--- config.mk ---
export PLATFORM = sky130hd
export DESIGN_NAME = bcd_addsub
export DESIGN_NICKNAME = d
export VERILOG_FILES = /design/src/rtl/bcd_addsub.sv
export SDC_FILE = /design/constraint.sdc
export NUM_CORES = 1
export LEC_CHECK = 0
export ABC_AREA = 1
export BUFFER_PORTS_ARGS = -buffer_cell sky130_fd_sc_hd__buf_2
export CAP_MARGIN = 30
export CORE_ASPECT_RATIO = 0.9
export CORE_MARGIN = 2
export CORE_UTILIZATION = 40
export DETAILED_ROUTE_END_ITERATION = 8
export PLACE_DENSITY = 0.69
export SLEW_MARGIN = 40
export SYNTH_ARGS = -nofsm -noshare
export SYNTH_HDL_FRONTEND = slang
export SYNTH_SLANG_ARGS = --single-unit
--- constraint.sdc ---
create_clock -name vclk -period 10.5
set_input_delay 2.1 -clock vclk [all_inputs]
set_output_delay 2.1 -clock vclk [all_outputs]
set_load 0.03 [all_outputs]
--- src/rtl/bcd_addsub.sv ---
module bcd_addsub #(
  parameter int DIGITS = 3,
  localparam int W = 4 * DIGITS
) (
  input  logic [W-1:0] opa,
  input  logic [W-1:0] opb,
  input  logic         sub_mode,
  input  logic         cin,
  output logic [W-1:0] result,
  output logic         cout
);

  logic [DIGITS:0] dcarry;

  assign dcarry[0] = cin;
  assign cout      = dcarry[DIGITS];

  for (genvar g = 0; g < DIGITS; g++) begin : g_place
    logic [3:0] a_d, b_d, b_eff, out_d;
    logic [4:0] raw;
    logic       fix;

    assign a_d   = opa[4*g +: 4];
    assign b_d   = opb[4*g +: 4];
    assign b_eff = sub_mode ? (4'd9 - b_d) : b_d;
    assign raw   = {1'b0, a_d} + {1'b0, b_eff} + {4'b0, dcarry[g]};
    assign fix   = raw[4] | (raw[3] & (raw[2] | raw[1]));
    assign out_d = raw[3:0] + (fix ? 4'd6 : 4'd0);

    assign result[4*g +: 4] = out_d;
    assign dcarry[g+1]      = fix;

    always_comb begin
      if (a_d <= 4'd9 && b_d <= 4'd9) begin
        AST_DIGIT_LEGAL: assert (out_d <= 4'd9) else $error("place %0d digit %0d", g, out_d);
        AST_DIGIT_BALANCE: assert (({1'b0, out_d} + (dcarry[g+1] ? 5'd10 : 5'd0)) == ({1'b0, a_d} + {1'b0, b_eff} + {4'b0, dcarry[g]})) else $error("place %0d unbalanced", g);
        if (sub_mode) begin
          AST_NINES: assert (({1'b0, b_eff} + {1'b0, b_d}) == 5'd9) else $error("place %0d complement", g);
        end
        if (({1'b0, a_d} + {1'b0, b_eff} + {4'b0, dcarry[g]}) <= 5'd9) begin
          AST_NO_FIX_SMALL: assert (!dcarry[g+1] && out_d == raw[3:0]) else $error("place %0d corrected", g);
        end
      end
    end
  end

endmodule

==> metrics.txt <==
run status completed; Initial Utilization 42.7%; largest incremental delay on the critical path 0.43 ns; number of maximum-capacitance violations 0; overall die height 47.1 microns; power share of the combinational group 100.0%; core area 0.00193 sq mm; leakage power summed over all cells 0.656 nW; number of nets in the layout 213; Min-Delay Path Depth 3; cell row count 15; Max Fclk 106 MHz; number of cells on the critical path 29; Critical Path Source sub_mode; vias per std cell 4.53; number of gates given a new drive strength after cts 0; cell type with the highest aggregate area in the netlist ha_1; cell-internal power 0.0000542 W; clock buffers 0; kind of critical path input pin to primary output; layout overhead on the synthesized area 26.6%; Worst IR Drop VDD 0.120 mV; combined buffer and inverter count along the critical path 5; combined area of all synthesized cells 825 sq um; vias in the first global route 735; number of nets in the synthesized netlist 173; final hold violation count 0; share of power burned in the clock network 0%; wire length of the first global-routing pass 2710 microns; leftover overflow at the end of global routing 0; number of setup violations in the final report 0; total negative slack 0 ns; sequential cell count of the final layout 0; areal power density over the cells 157 mW/mm^2; fillcell total 210; proportion of layout cells with a drive suffix above 1 28.6%; total via count in the routed design 843; remaining max-slew budget at the tightest pin 84.5%; Die Footprint 0.00244 sq mm; Crit path arrival time 7.37 ns; post-layout power 0.000164 W; maximum number of pins on one net before global-route repair 13; top post-synthesis cells by area ha_1, fa_1, nand2_1; average cell area after synthesis 6.70 sq um; worst slew pin tran 0.232 ns; final period utilization 90.2%; switching power summed over all nets 0.000110 W; number of pins exceeding their max-slew limit in the final report 0; register area share after synthesis 0%; TritonRoute pass-1 iters 4; nature of the critical path endpoint primary output; setup repair after global routing missed its margin no; instance count of the mapped netlist 123; Unique masters post-synth 18; routed wirelength normalized by instance count 8.66 microns; number of antenna violations at the first check in global routing 0; critical path capture point result[11]; top library cells by usage in the layout, fill and taps aside buf_2, nand2_1, inv_1; min-delay worst type input pin to primary output; top-area cell type share of the netlist area 22.8%; boundary pin count 39; Post-Route WL 1610 microns; GRT Overall Usage 13.8%; Final HPWL DP 1540 microns; number of nets with antenna violations after routing 0; sequential cell area in the final layout 0 sq um; IO Port Bufs 39; number of hold-repair buffers added at the cts stage 0; last weighted congestion value of the routability-driven placer 0.781; fraction of power spent switching nets 66.9%; portion of total power attributed to sequential cells 0%; leading cell type in the layout, fill and taps excluded buf_2; number of warning messages in the yosys log 0; gate family responsible for the most delay along the worst path adder cells; drt initial violations 7; number of buffers added for setup after CTS 0; DRC Markers 0; worst-path cell with the longest stage delay fa_1; Critical Path Fanout Max 12; fin crit period 9.47 ns; antenna cells 0; worst path required time 8.40 ns; Setup crit start kind input pin; chip width 51.9 microns
[Yosys cell counts]
master    count
fa_1          9
nand3_2       1
buf_4         1
a21oi_1       4
nand3b_1      4
ha_1         15
nand3_1       7
inv_1        25
xor2_1        1
o21ai_1       1
inv_2         3
nor2_2        1
nand2_2       2
nor2_1        8
o21bai_1      1
xnor2_1       5
nand2_1      32
o21ai_0       3
[per-layer routing]
metal | part of all wire [%] | global-route usage, % | vias to the layer above
met1 | 46 | 18.3 | 374
li1 | - | - | 453
met3 | 3.3 | 0.318 | 0
met5 | 0 | 0 | -
met2 | 51 | 27.1 | 16
met4 | 0 | 0 | 0
[cells by family (layout without fill, tap and decap cells)]
family                     Yosys count  in the layout  synth area share [%]
AOI/OAI and AO/OA                    9              9                  5.77
and+or+nand+nor                     55             55                  29.6
adders and majority gates           24             24                  44.6
xor gates and xnor gates             6              6                  6.37
buffers and inverters               29             67                  13.7
[per-stage QoR]
step                      hold slack (ns)  setup WS (ns)  utilization (%)  area (sq um)  cells
after floorplan                      4.52           1.18                -           825    123
after global placement               4.65           1.07             54.0          1040    186
after detailed placement             4.65           1.00             54.0          1040    186
after CTS                            4.65          0.988             54.0          1040    186
after global routing                 4.67          0.672             54.0          1040    186
final                                4.64           1.03             54.0          1040    186
[worst min-delay path by stage]
stage          from        end  slack (ns)
2_1_floorplan   cin  result[0]        4.52
3_3_place_gp    cin  result[0]        4.65
3_5_place_dp    cin  result[0]        4.65
4_1_cts         cin  result[0]        4.65
5_1_grt         cin  result[0]        4.67
6_report        cin  result[0]        4.64
[power groups by stage]
stage	combinational (W)	sequential (W)	clock [W]
floorplan	0.000134	0	0
global placement	0.000162	0	0
detailed placement	0.000166	0	0
CTS	0.000166	0	0
global route	0.000183	0	0
finish	0.000164	0	0
[tightest hold or removal path, cell delays in order]
cell and delay [ns]:
buf_2 0.09, fa_1 0.16, buf_2 0.19
[cell type report]
type                       instances  area [sq um]  area share, %
multi-input combinational         94           712           68.2
timing repair buffer              39           195           18.7
inverter                          28           105           10.1
tap                               25          31.3           3.00
(Power assumes the default switching activity.)
